## config.mk

```make
export PLATFORM = sky130hd
export DESIGN_NAME = desc_ring_fetch
export DESIGN_NICKNAME = d
export VERILOG_FILES = /design/src/rtl/ring_fetch_pkg.sv /design/src/rtl/ring_ptr_unit.sv /design/src/rtl/ring_seq_fsm.sv /design/src/rtl/desc_ring_fetch.sv
export SDC_FILE = /design/constraint.sdc
export NUM_CORES = 1
export LEC_CHECK = 0
export BUFFER_PORTS_ARGS = -buffer_cell sky130_fd_sc_hd__clkbuf_2
export CAP_MARGIN = 10
export CORE_ASPECT_RATIO = 0.75
export CORE_MARGIN = 1.5
export CORE_UTILIZATION = 45
export DETAILED_ROUTE_END_ITERATION = 8
export PLACE_DENSITY = 0.76
export SYNTH_ARGS = -nofsm -noshare
export SYNTH_HDL_FRONTEND = slang
export SYNTH_HIERARCHICAL = 1
export SYNTH_SLANG_ARGS = --single-unit
```

## constraint.sdc

```tcl
create_clock -name clk -period 10.8 [get_ports clk]
set_clock_uncertainty 0.2 [all_clocks]
set_input_delay 1.62 -clock clk [delete_from_list [all_inputs] [get_ports clk]]
set_output_delay 1.62 -clock clk [all_outputs]
set_load 0.02 [all_outputs]
```

## src/rtl/ring_fetch_pkg.sv

```systemverilog
package ring_fetch_pkg;

   typedef enum logic [3:0] {
      ST_IDLE,
      ST_FETCH,
      ST_RDWAIT,
      ST_CHECK,
      ST_ISSUE,
      ST_DONEWAIT,
      ST_WBACK,
      ST_ADVANCE,
      ST_SUSPEND
   } fetch_state_e;

   localparam logic [1:0] STAT_IDLE = 2'b00;
   localparam logic [1:0] STAT_RUN  = 2'b01;
   localparam logic [1:0] STAT_SUSP = 2'b10;

   localparam logic [1:0] CAUSE_NONE = 2'b00;
   localparam logic [1:0] CAUSE_TAIL = 2'b01;
   localparam logic [1:0] CAUSE_OWN  = 2'b10;

endpackage

```

## src/rtl/ring_ptr_unit.sv

```systemverilog
module ring_ptr_unit #(
   parameter int AW         = 32,
   parameter int LEN_W      = 8,
   parameter int DESC_BYTES = 16,
   parameter bit REG_LAST   = 1'b1
) (
   input  logic             clk,
   input  logic             rst_n,
   input  logic             load,
   input  logic             advance,
   input  logic [AW-1:0]    cfg_base,
   input  logic [LEN_W-1:0] cfg_len,
   output logic [AW-1:0]    cur_addr
);

   localparam int SH = $clog2(DESC_BYTES);
   localparam logic [AW-1:0] STEP = AW'(DESC_BYTES);

   generate
      if (DESC_BYTES < 4 || (DESC_BYTES & (DESC_BYTES - 1)) != 0) begin : g_bad_size
         $error("DESC_BYTES must be a power of two of at least 4");
      end
      if (AW <= LEN_W + SH) begin : g_bad_aw
         $error("AW too narrow for LEN_W slots of DESC_BYTES");
      end
   endgenerate

   function automatic logic [LEN_W-1:0] last_index(input logic [LEN_W-1:0] n);
      return (n == '0) ? '0 : n - LEN_W'(1);
   endfunction

   logic [AW-1:0] base_q;
   logic [AW-1:0] cur_q;
   logic [AW-1:0] last_addr;
   logic          loaded_q;

   generate
      if (REG_LAST) begin : g_reg_last
         logic [AW-1:0] last_q;
         always_ff @(posedge clk) begin
            if (!rst_n) begin
               last_q <= '0;
            end else if (load) begin
               last_q <= cfg_base + (AW'(last_index(cfg_len)) << SH);
            end
         end
         assign last_addr = last_q;
      end else begin : g_comb_last
         logic [LEN_W-1:0] len_q;
         always_ff @(posedge clk) begin
            if (!rst_n) begin
               len_q <= '0;
            end else if (load) begin
               len_q <= cfg_len;
            end
         end
         assign last_addr = base_q + (AW'(last_index(len_q)) << SH);
      end
   endgenerate

   always_ff @(posedge clk) begin
      if (!rst_n) begin
         base_q   <= '0;
         cur_q    <= '0;
         loaded_q <= 1'b0;
      end else if (load) begin
         base_q   <= cfg_base;
         cur_q    <= cfg_base;
         loaded_q <= 1'b1;
      end else if (advance) begin
         cur_q <= (cur_q == last_addr) ? base_q : cur_q + STEP;
      end
   end

   assign cur_addr = cur_q;

   assert_ptr_in_ring_R5: assert property (@(posedge clk) disable iff (!rst_n)
      loaded_q |-> (cur_q >= base_q && cur_q <= last_addr &&
                    ((cur_q - base_q) & (STEP - AW'(1))) == '0))
      else $error("pointer left the ring");

   assert_ptr_step_R5: assert property (@(posedge clk) disable iff (!rst_n)
      (loaded_q && $past(loaded_q) && $past(advance) && !$past(load))
      |-> (cur_q == base_q || cur_q == $past(cur_q) + STEP))
      else $error("pointer moved by an illegal amount");

endmodule

```

## src/rtl/ring_seq_fsm.sv

```systemverilog
module ring_seq_fsm
   import ring_fetch_pkg::*;
(
   input  logic         clk,
   input  logic         rst_n,
   input  logic         start,
   input  logic         tail_wr,
   input  logic         tail_hit,
   input  logic         own_bit,
   input  logic         rd_ready,
   input  logic         rd_rvalid,
   input  logic         dsc_ready,
   input  logic         mv_done,
   input  logic         wr_ready,
   output fetch_state_e state,
   output logic         load,
   output logic         advance,
   output logic         capture,
   output logic [1:0]   status,
   output logic [1:0]   cause
);

   fetch_state_e state_q, state_d;
   logic [1:0]   cause_q;
   logic         stop_now;

   assign stop_now = tail_hit || !own_bit;

   always_comb begin
      state_d = state_q;
      unique case (state_q)
         ST_IDLE:     if (start)     state_d = ST_FETCH;
         ST_FETCH:    if (rd_ready)  state_d = ST_RDWAIT;
         ST_RDWAIT:   if (rd_rvalid) state_d = ST_CHECK;
         ST_CHECK: begin
            if (!stop_now)    state_d = ST_ISSUE;
            else if (tail_wr) state_d = ST_FETCH;
            else              state_d = ST_SUSPEND;
         end
         ST_ISSUE:    if (dsc_ready) state_d = ST_DONEWAIT;
         ST_DONEWAIT: if (mv_done)   state_d = ST_WBACK;
         ST_WBACK:    if (wr_ready)  state_d = ST_ADVANCE;
         ST_ADVANCE:                 state_d = ST_FETCH;
         ST_SUSPEND:  if (tail_wr)   state_d = ST_FETCH;
         default:                    state_d = ST_IDLE;
      endcase
   end

   always_ff @(posedge clk) begin
      if (!rst_n) begin
         state_q <= ST_IDLE;
         cause_q <= CAUSE_NONE;
      end else begin
         state_q <= state_d;
         if (tail_wr) begin
            cause_q <= CAUSE_NONE;
         end else if (state_q == ST_CHECK && stop_now) begin
            cause_q <= tail_hit ? CAUSE_TAIL : CAUSE_OWN;
         end
      end
   end

   assign state   = state_q;
   assign load    = (state_q == ST_IDLE) && start;
   assign advance = (state_q == ST_ADVANCE);
   assign capture = (state_q == ST_RDWAIT) && rd_rvalid;
   assign cause   = cause_q;

   always_comb begin
      unique case (state_q)
         ST_IDLE:    status = STAT_IDLE;
         ST_SUSPEND: status = STAT_SUSP;
         default:    status = STAT_RUN;
      endcase
   end

   assert_issue_not_tail_R6: assert property (@(posedge clk) disable iff (!rst_n)
      (state_q == ST_ISSUE && $past(state_q) == ST_CHECK) |-> !$past(tail_hit))
      else $error("tail slot was offered to the mover");

   assert_issue_owned_R7: assert property (@(posedge clk) disable iff (!rst_n)
      (state_q == ST_ISSUE && $past(state_q) == ST_CHECK) |-> $past(own_bit))
      else $error("software-owned slot was offered to the mover");

   assert_wback_after_done_R4: assert property (@(posedge clk) disable iff (!rst_n)
      (state_q == ST_WBACK && $past(state_q) == ST_DONEWAIT) |-> $past(mv_done))
      else $error("write-back without completion");

endmodule

```

## src/rtl/desc_ring_fetch.sv

```systemverilog
module desc_ring_fetch
   import ring_fetch_pkg::*;
#(
   parameter int AW         = 32,
   parameter int DW         = 32,
   parameter int LEN_W      = 8,
   parameter int DESC_BYTES = 16,
   parameter int OWN_BIT    = 31,
   parameter bit REG_LAST   = 1'b1
) (
   input  logic             clk,
   input  logic             rst_n,
   input  logic             start,
   input  logic [AW-1:0]    cfg_base,
   input  logic [LEN_W-1:0] cfg_len,
   input  logic             tail_wr,
   input  logic [AW-1:0]    tail_addr,
   output logic             rd_req,
   output logic [AW-1:0]    rd_addr,
   input  logic             rd_ready,
   input  logic             rd_rvalid,
   input  logic [DW-1:0]    rd_rdata,
   output logic             wr_req,
   output logic [AW-1:0]    wr_addr,
   output logic [DW-1:0]    wr_data,
   input  logic             wr_ready,
   output logic             dsc_valid,
   input  logic             dsc_ready,
   output logic [AW-1:0]    dsc_addr,
   output logic [DW-1:0]    dsc_word,
   input  logic             mv_done,
   output logic [1:0]       status,
   output logic [1:0]       stop_cause
);

   localparam logic [DW-1:0] OWN_MASK = DW'(1) << OWN_BIT;

   generate
      if (OWN_BIT < 0 || OWN_BIT >= DW) begin : g_bad_own
         $error("OWN_BIT outside the descriptor word");
      end
   endgenerate

   fetch_state_e  state;
   logic          load;
   logic          advance;
   logic          capture;
   logic [AW-1:0] cur_addr;
   logic [AW-1:0] tail_q;
   logic [DW-1:0] word_q;
   logic          tail_hit;

   always_ff @(posedge clk) begin
      if (!rst_n) begin
         tail_q <= '0;
      end else if (tail_wr) begin
         tail_q <= tail_addr;
      end
   end

   always_ff @(posedge clk) begin
      if (!rst_n) begin
         word_q <= '0;
      end else if (capture) begin
         word_q <= rd_rdata;
      end
   end

   assign tail_hit = (cur_addr == tail_q);

   ring_ptr_unit #(
      .AW(AW), .LEN_W(LEN_W), .DESC_BYTES(DESC_BYTES), .REG_LAST(REG_LAST)
   ) ptr_i (
      .clk(clk), .rst_n(rst_n), .load(load), .advance(advance),
      .cfg_base(cfg_base), .cfg_len(cfg_len), .cur_addr(cur_addr)
   );

   ring_seq_fsm fsm_i (
      .clk(clk), .rst_n(rst_n), .start(start), .tail_wr(tail_wr),
      .tail_hit(tail_hit), .own_bit(word_q[OWN_BIT]),
      .rd_ready(rd_ready), .rd_rvalid(rd_rvalid), .dsc_ready(dsc_ready),
      .mv_done(mv_done), .wr_ready(wr_ready), .state(state), .load(load),
      .advance(advance), .capture(capture), .status(status), .cause(stop_cause)
   );

   assign rd_req    = (state == ST_FETCH);
   assign rd_addr   = cur_addr;
   assign dsc_valid = (state == ST_ISSUE);
   assign dsc_addr  = cur_addr;
   assign dsc_word  = word_q;
   assign wr_req    = (state == ST_WBACK);
   assign wr_addr   = cur_addr;
   assign wr_data   = word_q & ~OWN_MASK;

   assert_status_code_R1: assert property (@(posedge clk) disable iff (!rst_n)
      status != 2'b11)
      else $error("illegal status code");

   assert_one_request_R3: assert property (@(posedge clk) disable iff (!rst_n)
      $onehot0({rd_req, wr_req, dsc_valid}))
      else $error("more than one request at once");

   assert_rd_hold_R2: assert property (@(posedge clk) disable iff (!rst_n)
      (rd_req && !rd_ready) |=> (rd_req && $stable(rd_addr)))
      else $error("read request dropped or changed");

   assert_dsc_hold_R3: assert property (@(posedge clk) disable iff (!rst_n)
      (dsc_valid && !dsc_ready) |=> (dsc_valid && $stable(dsc_addr) && $stable(dsc_word)))
      else $error("descriptor offer dropped or changed");

   assert_wb_clear_R4: assert property (@(posedge clk) disable iff (!rst_n)
      wr_req |-> !wr_data[OWN_BIT])
      else $error("write-back keeps ownership flag");

   assert_resume_by_tail_R9: assert property (@(posedge clk) disable iff (!rst_n)
      ($past(status) == STAT_SUSP && status != STAT_SUSP) |-> $past(tail_wr))
      else $error("left suspension without tail write");

   assert_cause_clear_R10: assert property (@(posedge clk) disable iff (!rst_n)
      $past(tail_wr) |-> (stop_cause == CAUSE_NONE))
      else $error("tail write did not clear stop cause");

endmodule

```

# After elaboration in Yosys (flattened, before gate mapping)
# Cells that the tools add are included.
# totals
output_inout_bits	167
ff_bits	166
input_bits	113
elab_cells	54
# classes
reduce_logical	10
bitwise_logic	1
add_sub_neg	3
muxes	16
eq_ne	17
# ops
op	n
32-bit 2-to-1 mux	3
32-bit == test	2
4-bit 2-to-1 mux	9
4-bit one-hot mux with 9 select lines	1
32-bit by 12-bit adder with 32-bit output	1
32-bit by 5-bit adder with 32-bit output (second input constant)	1
4-bit by 3-bit == test with 1-bit output (second input constant)	4
4-bit by 2-bit == test with 1-bit output (second input constant)	2
8-bit logical NOT	1
8-bit 2-to-1 mux	1
2-bit inequality test (second input constant)	4
8-bit by 1-bit subtractor with 8-bit output (second input constant)	1
7-bit AND reduction	1
2-bit by 1-bit inequality test with 1-bit output (second input constant)	3
4-bit by 1-bit == test with 1-bit output (second input constant)	1
4-bit == test (second input constant)	1
4-bit logical NOT	1
2-bit one-hot mux with 2 select lines	1
1-bit logical AND	3
2-bit 2-to-1 mux	1
2-bit nonzero test	1
2-bit OR reduction	1
1-bit logical NOT	1
1-bit logical OR	1
1-bit NOT	1

# Logic depth before layout (Yosys ltp)
# depth
depth_word	4
mapped_depth	14
depth_no_buf	14

# Hierarchy
# The synthesis kept the hierarchy.
# by_module_without_submodules
mod	seq_area_each_um2	area_each_um2	cells_each	instances
ring_ptr_unit	1841.8	5368.9	660	1
desc_ring_fetch	1281.2	3503.4	350	1
ring_seq_fsm	120.1	450.4	53	1

# Worst setup path before layout
# OpenSTA, ideal clock, no wires.
# synth_timing
path_kind	input-to-reg
from	input cfg_len[3]
to	register ptr_i.g_reg_last.last_q[22]
setup_ps	132
path_slack_ps	6147
arrival_ps	4320
cell_stages	12
required_time_ps	10468
path_buffers	0
path_cell_list	nor4_1 > nor3b_1 > nor2_1 > ha_1 > fa_1 > a21oi_1 > o22ai_1 > o41ai_2 > nor2_1 > nand4_1 > xor2_1 > a21oi_1
# synth_between
elab_chain_len	3
elab_cells_between_ends	4
cone_classes	add/sub (2); mux (1); reduce/logical (1)
# synth_rtl
element	line_no	rtl
start: declaration	desc_ring_fetch.sv:15	input logic [LEN_W-1:0] cfg_len,
8-bit by 1-bit subtractor with 8-bit output or 8-bit logical NOT (tied branches)	ring_ptr_unit.sv:29	return (n == '0) ? '0 : n - LEN_W'(1);
8-bit 2-to-1 mux (*)	ring_ptr_unit.sv:29	
32-bit by 12-bit adder with 32-bit output (*)	ring_ptr_unit.sv:44	last_q <= cfg_base + (AW'(last_index(cfg_len)) << SH);
end signal: assignment	ring_ptr_unit.sv:44	
end: declaration	ring_ptr_unit.sv:39	logic [AW-1:0] last_q;
# Every way passes the cells marked *; elsewhere a longest branch is shown, timed or not.
# A chain may end at the register's enable or synchronous reset.

# Worst setup path after layout
# layout_timing
from	input cfg_len[3]
to	register ptr_i.g_reg_last.last_q[24]
# The elaborated chain is that of the path after synthesis.

==> summary.md <==
| Metric | Value |
|---|---|
| Status | `completed` |
| Worst setup path class | `in2reg` |
| Layout cells sized above 1 | `a little over a quarter` |
| I/O pins | `280` |
| Hpwl dp | `~19 mm` |
| Inst Count DP | `between 1,000 and 1,500` |
| Slew HR | `between 20% and 30%` |
| Die Area | `about 22,000 µm²` |
| Filler cell count | `roughly 1,900` |
| WP data required | `approximately 11 ns` |
| Antenna diode instance count | `0` |
| Post-synthesis sequential area ratio | `34.79%` |
| Startpoint Class | `input port` |
| Leakage | `~0.0048 µW` |
| Pwr per Cell Area | `around 180 nW/µm²` |
| TritonCTS buffer count | `17` |
| Chip width | `approximately 170 µm` |
| Multiplexer area fraction after synthesis | `between 10 and 15%` |
| Placeable Area | `approximately 20,000 µm²` |
| Yosys warning total | `6` |
| Die Span Y | `about 130 µm` |
| Synth unique cells | `between 60 and 70` |
| Vias | `between 7,000 and 8,000` |
| Largest net degree at the start of global routing | `99` |
| WL final | `between 20 and 30 mm` |
| Max Cap Violations | `0` |
| Complex-gate fraction of the synthesized area | `between 10% and 20%` |
| Cts repair resizes | `0` |
| Buf+Inv Stages, Crit Path | `1` |
| Final Hold Slack | `about 0.25 ns` |
| Placer congestion estimate | `between 0.8 and 0.9` |
| Vias in the first global route | `about 7,100` |
| Final Slew Violations | `0` |
| Xor/xnor share of the synthesized area | `9.019%` |
| Setup ws final | `about 5.7 ns` |
| Crit-path leading delay family | `simple AND/OR/NAND/NOR gates` |
| Antenna violations before repair | `0` |
| Largest family of logic cells by synthesized area | `simple AND/OR/NAND/NOR gates` |
| Rows | `45` |
| Post-DR vias/cell | `around 5.4` |
| Initial Utilization | `~46%` |
| CTS root buf | `clkbuf_16` |
| Area contributors post-synth | `dfxtp_1 35%, mux2i_1 11%, buf_4 8.3%` |
| Post-route ant nets | `0` |
| Final setup fails | `0` |
| Number of flops mapped to enable cells by yosys | `0` |
| Synthesized area | `around 9300 µm²` |
| Async S/R FF share, synth | `0%` |
| CP Max Fanout | `7` |
| Syn Nets | `roughly 1,200` |
| Worst slack, placed | `between 5 and 6 ns` |
| Delay of the slowest critical-path stage | `about 0.7 ns` |
| Critical path depth | `13` |
| RSZ-0062 raised after global routing | `false` |
| Worst hold-check path type | `reg2reg` |
| Worst-case clock buffer depth | `2` |
| TNS Setup | `0 ns` |
| CTS tree | `yes` |
| Simple-gate share of the synthesized area | `about a fifth` |
| Finished Layout Cells | `about 1,500` |
| Drt first-iter violations | `approximately 740` |
| Max VDD drop | `between 80 and 90 µV` |
| DR pass1 iterations | `5` |
| I/O Buffers | `approximately 280` |
| Area leader, netlist | `dfxtp_1` |
| Synth Flop Type | `dfxtp_1` |
| H-tree level count | `4` |
| Post-synthesis adder-cell area fraction | `around 1.7%` |
| Area Overhead vs Synth | `13.92%` |
| Fin crit share | `a little under half` |
| CP max stage cell | `nor3b_1` |
| Post-DR wirelength/cell | `17.96 µm` |
| Clk sinks | `162` |
| Hold buffer count at CTS | `0` |
| Residual DRC | `0` |
| Fin util | `a little over half` |
| Fin nets | `~1,300` |
| Seq cells post-synth | `roughly 160` |
| First-pass GRT wire length | `39.45 mm` |
| Post-CTS Setup Bufs | `0` |
| Post-Synthesis Cells | `1,063` |
| Post-layout minimum cycle time | `a little over 5 ns` |
| Fmax | `195.4 MHz` |
| Crit path capture type | `flip-flop` |
| WHS Path Cells | `2` |
| Top-area cell type share of the netlist area | `a little over a third` |
| Final Hold Violating Endpoints | `0` |
| Reg clk slew, reported paths | `about 0.070 ns` |
| Total GRT Usage | `roughly a quarter` |
| Crit path cell chain | `clkbuf_2, nor4_1, nor3b_1, nor2_1, ha_1, fa_1, a21oi_1, o22ai_1, o41ai_2, nor2_1, nand3_1, xor2_1, a21oi_1` |
| Clock Latency Late Sink | `0.43 ns` |
| Remaining global-route overflow | `0` |
| Avg Cell Area, Syn | `roughly 8.8 µm²` |
| Slew @ Worst Pin | `around 1.2 ns` |
| Critical path arrival | `roughly 5.2 ns` |
| R2R depth | `7` |
-- placed cells by master, fill, tap and decap left out, types with 11 or more instances in the layout --
| master | Yosys | routed |
|---|---|---|
| o21ai_1 | 13 | 13 |
| nor2_1 | 52 | 52 |
| xnor2_1 | 19 | 19 |
| dfxtp_1 | 162 | 162 |
| clkbuf_16 | 0 | 17 |
| inv_1 | 21 | 21 |
| a221o_1 | 12 | 12 |
| nor2b_1 | 69 | 69 |
| xor2_1 | 77 | 77 |
| ha_1 | 11 | 11 |
| nor4_1 | 16 | 16 |
| a21oi_1 | 79 | 79 |
| nand3_1 | 24 | 24 |
| nand4_1 | 11 | 11 |
| and3_1 | 16 | 16 |
| o21ai_0 | 37 | 37 |
| clkbuf_2 | 0 | 278 |
| nand2_1 | 79 | 79 |
| mux2i_1 | 104 | 104 |
-- cells in the mapped netlist (8+ instances only) --
cell / n
dfxtp_1: 162
mux2i_1: 104
buf_4: 103
a21oi_1: 79
nand2_1: 79
xor2_1: 77
nor2b_1: 69
nor2_1: 52
o21ai_0: 37
clkbuf_1: 36
nand3_1: 24
inv_1: 21
xnor2_1: 19
and3_1: 16
nor4_1: 16
o21ai_1: 13
a221o_1: 12
ha_1: 11
nand4_1: 11
nor3b_1: 8
-- registers in the layout, indices dropped and copies added, names as in the netlist --
| signal | flops |
|---|---|
| dsc_word | 32 |
| ptr_i/cur_addr | 32 |
| fsm_i/cause | 2 |
| ptr_i/base_q | 28 |
| fsm_i/state | 4 |
| tail_q | 32 |
| ptr_i/g_reg_last.last_q | 32 |
-- per-layer routing --
layer / GRT usage [%] / part of all wire [%] / wire length, µm
met5: 0 / 0 / 0
met3: 3.797 / 6.1 / 1626
met1: 32.77 / 46 / 12250
met4: 5.622 / 0.91 / 243
met2: 38.80 / 47 / 12470
-- logic make-up (layout without fill, tap and decap cells) --
| kind of cell | after synthesis | count (layout) |
|---|---|---|
| AOI/OAI and AO/OA | 181 | 181 |
| xor gates and xnor gates | 96 | 96 |
| adders and majority gates | 12 | 12 |
| buffers and inverters | 179 | 338 |
| DFF | 162 | 162 |
| muxes | 106 | 106 |
| other | 1 | 1 |
| and+or+nand+nor | 326 | 326 |
-- final cells by class --
| class | count | area, µm² | share of cell area (%) |
|---|---|---|---|
| Clock buffer | 17 | 425.4 | 4.006 |
| Clock inverter | 15 | 140.1 | 1.320 |
| Inverter | 22 | 82.58 | 0.7776 |
| Multi-Input combinational cell | 722 | 4970 | 46.80 |
| Sequential cell | 162 | 3243 | 30.54 |
| Tap cell | 258 | 322.8 | 3.040 |
| Timing Repair Buffer | 284 | 1436 | 13.52 |
-- metrics by stage --
stage	area [µm²]	power (µW)
6_report	10620	1907
5_1_grt	10620	2000
4_1_cts	10620	1917
3_3_place_gp	10050	1318
3_5_place_dp	10050	1328
2_1_floorplan	9323	1195
-- worst paths after layout --
path | endpoint | slack, ns | startpoint
worst max-delay path | ptr_i/g_reg_last.last_q[24] | 5.68 | cfg_len[3]
worst min-delay path | ptr_i/base_q[29] | 0.25 | ptr_i/base_q[29]
worst max register to register | ptr_i/cur_addr[30] | 7.33 | ptr_i/cur_addr[6]
worst min register to register | ptr_i/base_q[29] | 0.25 | ptr_i/base_q[29]
-- worst min-delay path, stage by stage (launching register included) --
cell and delay [ns]:
dfxtp_1 0.31, nand2_1 0.05, a21oi_1 0.05
-- report_power, final --
group / switching (µW) / total [µW] / internal [µW]
combinational: 330 / 542 / 211
clock: 281 / 587 / 306
sequential: 108 / 778 / 671
Note: power is estimated with default switching activity, not from simulation.
